$ cat src/rtl/tmr_pkg.sv
package tmr_pkg;

  localparam int unsigned BUS_W        = 32;
  localparam int unsigned CH_SPAN_BITS = 4;   // 16-byte window per channel
  localparam int unsigned WORD_LSB     = 2;

  // control/status bit positions
  localparam int unsigned B_START  = 0;
  localparam int unsigned B_RUN    = 1;
  localparam int unsigned B_UFLAG  = 2;
  localparam int unsigned B_IEN    = 3;
  localparam int unsigned B_RELOAD = 4;
  localparam int unsigned B_LEVEL  = 5;

  typedef enum logic [1:0] {
    REG_CTRL  = 2'd0,
    REG_COUNT = 2'd1,
    REG_RLD1  = 2'd2,
    REG_RLD2  = 2'd3
  } reg_sel_e;

  typedef struct packed {
    logic level;
    logic reload_en;
    logic irq_en;
    logic uflag;
    logic run;
  } ctrl_t;

  // Control word as seen on the bus; start bit always reads 0.
  function automatic logic [BUS_W-1:0] pack_ctrl(input ctrl_t c);
    logic [BUS_W-1:0] w;
    w           = '0;
    w[B_LEVEL]  = c.level;
    w[B_RELOAD] = c.reload_en;
    w[B_IEN]    = c.irq_en;
    w[B_UFLAG]  = c.uflag;
    w[B_RUN]    = c.run;
    return w;
  endfunction

  // Flag update on a software write: zero clears, one keeps.
  function automatic logic flag_after_write(input logic cur, input logic wbit);
    return cur & wbit;
  endfunction

  // Start requires both the start and run bits in the same write.
  function automatic logic is_start(input logic [BUS_W-1:0] w);
    return w[B_START] & w[B_RUN];
  endfunction

endpackage

$ cat src/rtl/tmr_prescaler.sv
module tmr_prescaler #(
  parameter int unsigned DIV = 2
) (
  input  logic clk,
  input  logic rst_n,
  input  logic run,
  input  logic restart,
  output logic tick
);

  localparam int unsigned PH_W = (DIV > 1) ? $clog2(DIV) : 1;
  localparam logic [PH_W-1:0] PH_LAST = PH_W'(DIV - 1);

  logic [PH_W-1:0] phase;

  assign tick = run && !restart && (phase == PH_LAST);

  always_ff @(posedge clk or negedge rst_n) begin
    if (!rst_n) begin
      phase <= '0;
    end else if (restart || !run) begin
      phase <= '0;
    end else if (phase == PH_LAST) begin
      phase <= '0;
    end else begin
      phase <= phase + PH_W'(1);
    end
  end

  generate
    if (DIV >= 2) begin : g_gap_chk
      // ticks never come on back-to-back cycles
      p_tick_gap_r4: assert property (@(posedge clk) disable iff (!rst_n)
        tick |=> !tick);
    end
  endgenerate

endmodule

$ cat src/rtl/tmr_bus_decode.sv
module tmr_bus_decode #(
  parameter int unsigned NUM_CH  = 2,
  parameter int unsigned CH_BITS = 1,
  parameter int unsigned ADDR_W  = 5
) (
  input  logic              wr_en,
  input  logic [ADDR_W-1:0] addr,
  output logic [CH_BITS-1:0] ch_idx,
  output tmr_pkg::reg_sel_e  reg_sel,
  output logic [NUM_CH-1:0]  wr_ch
);
  import tmr_pkg::*;

  logic unused_byte_bits;
  assign unused_byte_bits = ^addr[WORD_LSB-1:0];

  assign ch_idx  = addr[ADDR_W-1:CH_SPAN_BITS];
  assign reg_sel = reg_sel_e'(addr[CH_SPAN_BITS-1:WORD_LSB]);

  generate
    for (genvar i = 0; i < NUM_CH; i++) begin : g_sel
      assign wr_ch[i] = wr_en && (ch_idx == CH_BITS'(i));
    end
  endgenerate

endmodule

$ cat src/rtl/tmr_channel.sv
module tmr_channel #(
  parameter int unsigned CNT_W = 32,
  parameter int unsigned DIV   = 2
) (
  input  logic                        clk,
  input  logic                        rst_n,
  input  logic                        wr_en,
  input  tmr_pkg::reg_sel_e           reg_sel,
  input  logic [tmr_pkg::BUS_W-1:0]   wdata,
  input  tmr_pkg::reg_sel_e           rd_sel,
  output logic [tmr_pkg::BUS_W-1:0]   rdata,
  output logic                        irq
);
  import tmr_pkg::*;

  ctrl_t            ctl;
  logic [CNT_W-1:0] count;
  logic [CNT_W-1:0] reload1;
  logic [CNT_W-1:0] reload2;

  // named internal events
  logic ctrl_wr, cnt_wr, rld1_wr, rld2_wr;
  logic start_ld, tick, step_ok, uf_event, at_zero;

  assign ctrl_wr  = wr_en && (reg_sel == REG_CTRL);
  assign cnt_wr   = wr_en && (reg_sel == REG_COUNT);
  assign rld1_wr  = wr_en && (reg_sel == REG_RLD1);
  assign rld2_wr  = wr_en && (reg_sel == REG_RLD2);
  assign start_ld = ctrl_wr && is_start(wdata);
  assign at_zero  = (count == '0);
  assign step_ok  = tick && !ctrl_wr && !cnt_wr;
  assign uf_event = step_ok && at_zero;

  tmr_prescaler #(.DIV(DIV)) u_pre (
    .clk     (clk),
    .rst_n   (rst_n),
    .run     (ctl.run),
    .restart (start_ld),
    .tick    (tick)
  );

  always_ff @(posedge clk or negedge rst_n) begin
    if (!rst_n) begin
      ctl   <= '0;
      count <= '0;
    end else if (ctrl_wr) begin
      ctl.level     <= wdata[B_LEVEL];
      ctl.reload_en <= wdata[B_RELOAD];
      ctl.irq_en    <= wdata[B_IEN];
      ctl.run       <= wdata[B_RUN];
      ctl.uflag     <= flag_after_write(ctl.uflag, wdata[B_UFLAG]);
      if (start_ld) count <= reload1;
    end else if (cnt_wr) begin
      count <= wdata[CNT_W-1:0];
    end else if (step_ok) begin
      if (at_zero) begin
        ctl.uflag <= 1'b1;
        if (ctl.reload_en) count <= reload1;
        else               ctl.run <= 1'b0;
      end else begin
        count <= count - CNT_W'(1);
      end
    end
  end

  always_ff @(posedge clk or negedge rst_n) begin
    if (!rst_n) begin
      reload1 <= '0;
      reload2 <= '0;
    end else begin
      if (rld1_wr) reload1 <= wdata[CNT_W-1:0];
      if (rld2_wr) reload2 <= wdata[CNT_W-1:0];
    end
  end

  assign irq = ctl.uflag & ctl.irq_en;

  always_comb begin
    unique case (rd_sel)
      REG_CTRL:  rdata = pack_ctrl(ctl);
      REG_COUNT: rdata = BUS_W'(count);
      REG_RLD1:  rdata = BUS_W'(reload1);
      REG_RLD2:  rdata = BUS_W'(reload2);
      default:   rdata = '0;
    endcase
  end

  // start loads reload word 1 and runs
  p_start_load_r4: assert property (@(posedge clk) disable iff (!rst_n)
    start_ld |=> (count == $past(reload1)) && ctl.run);
  // a tick on a nonzero count decrements by one
  p_decrement_r4: assert property (@(posedge clk) disable iff (!rst_n)
    (step_ok && !at_zero) |=> (count == $past(count) - CNT_W'(1)));
  // periodic underflow sets flag and reloads
  p_periodic_reload_r5: assert property (@(posedge clk) disable iff (!rst_n)
    (uf_event && ctl.reload_en) |=> ctl.uflag && ctl.run && (count == $past(reload1)));
  // one-shot underflow halts at zero
  p_oneshot_halt_r6: assert property (@(posedge clk) disable iff (!rst_n)
    (uf_event && !ctl.reload_en) |=> ctl.uflag && !ctl.run && (count == '0));
  // an idle channel keeps its count
  p_idle_hold_r6: assert property (@(posedge clk) disable iff (!rst_n)
    (!ctl.run && !ctrl_wr && !cnt_wr) |=> $stable(count));
  // software cannot set the flag
  p_no_sw_set_r7: assert property (@(posedge clk) disable iff (!rst_n)
    (ctrl_wr && !ctl.uflag) |=> !ctl.uflag);
  // writing zero silences the channel
  p_zero_ctrl_r10: assert property (@(posedge clk) disable iff (!rst_n)
    (ctrl_wr && (wdata == '0)) |=> !irq && !ctl.run);
  // count write overrides counting
  p_count_write_r13: assert property (@(posedge clk) disable iff (!rst_n)
    cnt_wr |=> (count == $past(wdata[CNT_W-1:0])));

endmodule

$ cat src/rtl/dual_down_timer.sv
module dual_down_timer #(
  parameter int unsigned NUM_CH   = 2,
  parameter int unsigned CNT_W    = 32,
  parameter int unsigned PRESCALE = 2,
  localparam int unsigned CH_BITS = (NUM_CH > 1) ? $clog2(NUM_CH) : 1,
  localparam int unsigned ADDR_W  = CH_BITS + tmr_pkg::CH_SPAN_BITS
) (
  input  logic                      clk,
  input  logic                      rst_n,
  input  logic                      bus_wr,
  input  logic [ADDR_W-1:0]         bus_addr,
  input  logic [tmr_pkg::BUS_W-1:0] bus_wdata,
  output logic [tmr_pkg::BUS_W-1:0] bus_rdata,
  output logic [NUM_CH-1:0]         irq
);
  import tmr_pkg::*;

  logic [CH_BITS-1:0] ch_idx;
  reg_sel_e           reg_sel;
  logic [NUM_CH-1:0]  wr_ch;
  logic [BUS_W-1:0]   ch_rdata [NUM_CH];

  tmr_bus_decode #(
    .NUM_CH (NUM_CH),
    .CH_BITS(CH_BITS),
    .ADDR_W (ADDR_W)
  ) u_dec (
    .wr_en  (bus_wr),
    .addr   (bus_addr),
    .ch_idx (ch_idx),
    .reg_sel(reg_sel),
    .wr_ch  (wr_ch)
  );

  generate
    for (genvar i = 0; i < NUM_CH; i++) begin : g_ch
      tmr_channel #(
        .CNT_W(CNT_W),
        .DIV  (PRESCALE)
      ) u_ch (
        .clk    (clk),
        .rst_n  (rst_n),
        .wr_en  (wr_ch[i]),
        .reg_sel(reg_sel),
        .wdata  (bus_wdata),
        .rd_sel (reg_sel),
        .rdata  (ch_rdata[i]),
        .irq    (irq[i])
      );
    end
  endgenerate

  always_comb begin
    bus_rdata = '0;
    for (int i = 0; i < NUM_CH; i++) begin
      if (ch_idx == CH_BITS'(i)) bus_rdata = ch_rdata[i];
    end
  end

  // a write targets at most one channel
  p_single_target_r12: assert property (@(posedge clk) disable iff (!rst_n)
    $onehot0(wr_ch));

endmodule

$ cat config.mk
export PLATFORM = sky130hd
export DESIGN_NAME = dual_down_timer
export DESIGN_NICKNAME = d
export VERILOG_FILES = /design/src/rtl/tmr_pkg.sv /design/src/rtl/tmr_prescaler.sv /design/src/rtl/tmr_bus_decode.sv /design/src/rtl/tmr_channel.sv /design/src/rtl/dual_down_timer.sv
export SDC_FILE = /design/constraint.sdc
export NUM_CORES = 1
export LEC_CHECK = 0
export BUFFER_PORTS_ARGS = -buffer_cell sky130_fd_sc_hd__buf_2
export CAP_MARGIN = 40
export CORE_MARGIN = 1
export CORE_UTILIZATION = 54
export CTS_CLUSTER_DIAMETER = 50
export CTS_CLUSTER_SIZE = 12
export DETAILED_ROUTE_END_ITERATION = 10
export GPL_TIMING_DRIVEN = 0
export PLACE_DENSITY = 0.81
export REMOVE_ABC_BUFFERS = 1
export SETUP_SLACK_MARGIN = 0.1
export SYNTH_ARGS = -nofsm -noshare
export SYNTH_HDL_FRONTEND = slang
export SYNTH_SLANG_ARGS = --single-unit
$ cat constraint.sdc
create_clock -name clk -period 5.9 [get_ports clk]
set_input_delay 0.59 -clock clk [delete_from_list [all_inputs] [get_ports clk]]
set_output_delay 0.59 -clock clk [all_outputs]
set_load 0.005 [all_outputs]
## Word-level counts from Yosys, hierarchy flattened

Cells that the tools add are included.

- Flip-flop bits (word level): 204
- Bits in latches: 0
- Bits in writable memories: 0
- Bits in read-only memories: 0
- Input port bits: 40
- Word-level logic and storage cells: 113
- Memories kept: 0

- $add $sub $neg: 4
- Multiply operators: 0
- Divide/modulo/power cells: 0
- Order comparisons: 0
- Eq/ne operators: 11
- Shift operators: 0
- Mux-type cells: 29
- Bitwise operators: 6
- Reductions and logical operators: 45

Operators by type and width:

| cell | number |
|---|---|
| 2-to-1 mux 32 bit | 13 |
| case mux 32 bit (4 select lines) | 2 |
| logical NOT 32 bit | 2 |
| subtractor 32 x 1 -> 32 bit, second input constant | 2 |
| logical AND 1 bit | 20 |
| 2-to-1 mux 2 bit | 8 |
| AND reduction 3 bit | 4 |
| logical NOT 1 bit | 8 |
| != test 2 bit, second input constant | 4 |
| != test 4 x 1 -> 1 bit, second input constant | 2 |
| AND reduction 4 bit | 2 |
| nonzero test 2 bit | 4 |
| 2-to-1 mux 1 bit | 6 |
| nonzero test 3 bit | 2 |
| bitwise AND 1 bit | 5 |
| == test 2 bit, second input constant | 2 |
| != test 2 x 1 -> 1 bit, second input constant | 2 |
| adder 1 bit, second input constant | 2 |
| == test 2 x 1 -> 1 bit, second input constant | 1 |
| logical NOT 2 bit | 1 |
| logical OR 1 bit | 2 |
| inverter 1 bit | 1 |

## Depth between registers and ports, before layout

- Word-level depth: 12
- Depth in mapped cells: 9
- Gate-level depth less buffers: 8

## Hierarchy

From an unflattened synthesis, not the netlist that was laid out.

- Cells, all modules: 1161
- Area total of the unflattened synthesis: 12236.7 µm²

Modules (own cells, without submodules):

| module | times used | cells each | area an instance (µm²) | sequential area each (µm²) |
|---|---|---|---|---|
| tmr_channel | 2 | 557 | 5780.5 | 2527.4 |
| dual_down_timer | 1 | 36 | 544.3 | 0.0 |
| tmr_prescaler | 2 | 3 | 46.3 | 25.0 |
| tmr_bus_decode | 1 | 5 | 38.8 | 0.0 |

## Worst setup path after synthesis

No wires, ideal clock.

- Kind: input-to-output
- Start point: input port bus_addr[3]
- End point: output port bus_rdata[2] (netlist bit)
- Data arrival time: 2.238 ns
- Required time: 5.310 ns
- Path slack: 3.072 ns
- Stages: 4
- Path buffers: 2
- Cells stage by stage: clkbuf_1 > buf_1 > mux4_1 > mux2_2

- Longest elaborated chain between the ends: 3
- Elaborated cells on any way between the ends: 7

RTL lines:

| what | line | source |
|---|---|---|
| start, declared | dual_down_timer.sv:11 | `input logic [ADDR_W-1:0] bus_addr,` |
| == test 2 bit (tied with other cells) | tmr_channel.sv:79 | `unique case (rd_sel)` |
| case mux 32 bit (4 select lines) | tmr_channel.sv:79 |  |
| 2-to-1 mux 32 bit * | dual_down_timer.sv:56 | `if (ch_idx == CH_BITS'(i)) bus_rdata = ch_rdata[i];` |
| end, declared | dual_down_timer.sv:13 | `output logic [tmr_pkg::BUS_W-1:0] bus_rdata,` |

Every way passes the cells marked *; elsewhere a longest branch is shown, timed or not.

## Final worst setup path

- Start point: register g_ch[0].u_ch.count[3]
- End point: register g_ch[0].u_ch.count[8]

- Longest elaborated chain between the ends: 5
- Elaborated cells on any way between the ends: 8

RTL lines:

| what | line | source |
|---|---|---|
| start, declared | tmr_channel.sv:17 | `logic [CNT_W-1:0] count;` |
| start signal, assigned | tmr_channel.sv:52 | `if (start_ld) count <= reload1;` |
| start signal, assigned | tmr_channel.sv:54 | `count <= wdata[CNT_W-1:0];` |
| start signal, assigned | tmr_channel.sv:58 | `if (ctl.reload_en) count <= reload1;` |
| subtractor 32 x 1 -> 32 bit / logical NOT 32 bit (equally long branches) | tmr_channel.sv:61, tmr_channel.sv:30 |  |
| 2-to-1 mux 32 bit | tmr_channel.sv:56 | `if (at_zero) begin` |
| 2-to-1 mux 32 bit | tmr_channel.sv:55 | `end else if (step_ok) begin` |
| 2-to-1 mux 32 bit | tmr_channel.sv:53 | `end else if (cnt_wr) begin` |
| 2-to-1 mux 32 bit | tmr_channel.sv:46 | `end else if (ctrl_wr) begin` |

Several ways; a longest one is shown, not always the timed one. The select of a mux whose other input is x is not followed.
A chain may end at the register's enable or synchronous reset.

==> results_dict.tcl <==
set metrics [dict create \
    post_cts_resized 0 \
    drv_cap 0 \
    drtAntennaViolNets 0 \
    syn-cell-area_mm2 0.0119 \
    port_buffers 71 \
    grt_setup_unrepaired "no" \
    hold_viol_final 0 \
    grt_pass1_vias 9959 \
    wl_per_cell_um 23.2 \
    ys_top_cells_by_count "dfrtp_1 (204), mux2_2 (136), nor2_1 (122)" \
    dr.pass1.iters 7 \
    grt_pass1_wl_um 54800 \
    avgSynthCellArea_um2 9.98 \
    worstReg2RegStart "g_ch[0].u_ch.count[3]" \
    viasPerCell 6.91 \
    drt_first_iter_violations 1124 \
    grt_max_degree 113 \
    cts_setup_buffers 0 \
    drc 0 \
    clk_path_buf_depth 3 \
    slew_violations 0 \
    max_stage_delay_ns 0.82 \
    p_leak_nw 5.62 \
    ir_worst_vdd_mv 0.211 \
    clk_latency_ns 0.53 \
    cts_sinks 204 \
    reg2reg_slack_ns 2.01 \
    place_area_mm2 0.0126 \
    grt.total_usage 0.315 \
    htreeDepth 1 \
    worst-path-max-fanout 14 \
    ioPinCount 74 \
    worstPathRequired_ns 6.31 \
    cp_num_buf_inv 1 \
    core-area_mm2 0.0213 \
    drive_above_1_share 0.250 \
    relSlewSlack 0.335 \
    total_power_mw 5.21 \
    yosysWarnings 0 \
    finalCriticalPeriod_ns 3.89 \
    synth_edf_count 0 \
    hold_buffers 0 \
    gp_congestion 0.868 \
    die_h_um 150 \
    arrival_ns 4.31 \
    fin_crit_sh 0.660 \
    setup_viol 0 \
    endpoint_kind "flop" \
    async_reset_ff_frac 1.00 \
    vias 10400 \
    diodes 0 \
    status "finished, final reports clean" \
    yosysTopAreaCell "dfrtp_1" \
    rr_worst_depth 7 \
    synth_top_flop_cell "dfrtp_1" \
    synthCells 1188 \
    rr_endpoint "g_ch[0].u_ch.count[8]" \
    place_hpwl_um 23300 \
    ys_seq_area_frac 0.430 \
    overflow 0 \
    path_class "reg -> reg" \
    hold_path.class "in -> async" \
    antenna_found_initial 1 \
    power_density_mw_per_mm2 388 \
    die_area_mm2 0.0226 \
    clk_pin_slew_ns 0.06 \
    synthDominantCellAreaShare 0.430 \
    crit_path_top_delay_cell "nor4_2" \
    synth_cell_type_count 82 \
    finalNetCount 1263 \
    yosys.cell_count.top_type "dfrtp_1" \
    final_area_mm2 0.0135 \
    crit_path_start_kind "flop" \
    clock_skew_ns 0.0181 \
    cp_top_family "simple AND/OR/NAND/NOR gates" \
    cts_made_buffers 25 \
    area_growth_pct 13.5 \
    totalWireLength_um 35000 \
    synth_area_leaders "dfrtp_1 (43%), mux2_2 (13%), a21oi_1 (4.9%)" \
    initial_core_util 0.557 \
    worstMarginPinSlew_ns 0.998 \
    cts_root_buf "clkbuf_16" \
    fmax_ghz 0.257 \
    fp.dieW_um 150 \
    crit_chain "nor3_1, nand4_1, nor4_2, buf_2, a21o_1, a21oi_1, a22o_1" \
    cts_tree "built" \
    ys_ff_latch 204 \
    num_rows 53 \
]
## worst reg2reg max path, delay by kind of cell, from the launching register on
| family | cells | cell delay [ns] |
|---|---|---|
| buffers and inverters | 1 | 0.35 |
| AO/OA/AOI/OAI | 3 | 0.93 |
| AND/OR/NAND/NOR | 3 | 2.05 |
| flip-flops | 1 | 0.45 |
## power breakdown
| part | switching, mW | leakage [nW] | total (mW) | internal [mW] |
|---|---|---|---|---|
| clock | 0.612 | 0.388 | 1.55 | 0.934 |
| combinational | 0.666 | 2.80 | 1.33 | 0.660 |
| sequential | 0.525 | 2.44 | 2.34 | 1.82 |
## cell families (layout without fill, tap and decap cells)
| kind of cell | Yosys count | count (layout) | share of synthesized area |
|---|---|---|---|
| AO/OA/AOI/OAI | 355 | 355 | 0.204 |
| AND/OR/NAND/NOR | 335 | 335 | 0.142 |
| flip-flops | 204 | 204 | 0.430 |
| multiplexers | 176 | 176 | 0.174 |
| buffers and inverters | 112 | 159 | 0.0444 |
| adder cells (fa/ha/maj) | 4 | 4 | 0.00422 |
| XOR/XNOR | 2 | 2 | 0.00148 |
## layout by cell type (no fill, tap or decap), types with 6 or more instances in the layout
| cell type | instances |
|---|---|
| a21oi_1 | 114 |
| nand4_1 | 22 |
| buf_2 | 70 |
| a221oi_1 | 27 |
| o221ai_1 | 40 |
| inv_1 | 16 |
| buf_8 | 6 |
| nand3_1 | 39 |
| nor4_1 | 11 |
| mux2_2 | 136 |
| mux4_2 | 9 |
| a31oi_1 | 7 |
| buf_16 | 8 |
| or3_1 | 10 |
| nor3_1 | 27 |
| nand2b_1 | 9 |
| nor2_1 | 122 |
| o31ai_1 | 8 |
| o22a_1 | 30 |
| buf_6 | 6 |
| a2bb2oi_1 | 11 |
| o21ai_0 | 64 |
| dfrtp_1 | 204 |
| mux2i_1 | 30 |
| clkbuf_16 | 25 |
| nand2_1 | 52 |
| a22oi_1 | 6 |
## sequential cells by signal, indices dropped and copies added, names as in the netlist
signal,flops
g_ch.u_ch.u_pre.phase,2
g_ch.u_ch.count,64
g_ch.u_ch.ctl,10
g_ch.u_ch.reload2,64
g_ch.u_ch.reload1,64
## per-layer routing
layer / global-route usage / part of all wire / vias up / routed length, um
met3: 0.0697 / 0.12 / 115 / 4040
li1: - / - / 4611 / -
met5: 0 / 0 / - / 0
met1: 0.427 / 0.39 / 5075 / 13800
met4: 0.124 / 0.035 / 0 / 1210
met2: 0.491 / 0.46 / 637 / 15900
## metrics by stage
step | std cells | setup TNS (ns) | hold slack, ns | util | setup slack (ns)
final | 1510 | 0 | 0.156 | 0.632 | 2.01
after global routing | 1510 | 0 | 0.221 | 0.632 | 1.89
after CTS | 1510 | 0 | 0.183 | 0.632 | 2.23
after detailed placement | 1467 | 0 | 0.463 | 0.594 | 2.25
after global placement | 1439 | -35.92 | 0.445 | 0.568 | -1.40
after floorplan | 1093 | 0 | 0.294 | - | 1.88
## how the worst max path moves through the flow
stage | cells after the start | from | endpoint | slack (ns)
after global routing | 7 | g_ch[1].u_ch.count[12] | g_ch[1].u_ch.count[25] | 1.89
after global placement | 6 | bus_addr[3] | g_ch[0].u_ch.count[30] | -1.40
after detailed placement | 7 | g_ch[1].u_ch.count[12] | g_ch[1].u_ch.count[25] | 2.25
final | 7 | g_ch[0].u_ch.count[3] | g_ch[0].u_ch.count[8] | 2.01
after floorplan | 5 | bus_addr[3] | g_ch[0].u_ch.count[30] | 1.88
after CTS | 7 | g_ch[1].u_ch.count[12] | g_ch[1].u_ch.count[25] | 2.23
## final cells by class
type / count / area (um2)
repair buffers: 99 / 850
clock buffers: 32 / 672
fillers: 1679 / 7830
flip-flops and latches: 204 / 5100
multi-input cells: 872 / 6270
clock inverters: 11 / 148
inverters: 17 / 63.8
well taps: 275 / 344
(Power assumes the default switching activity.)
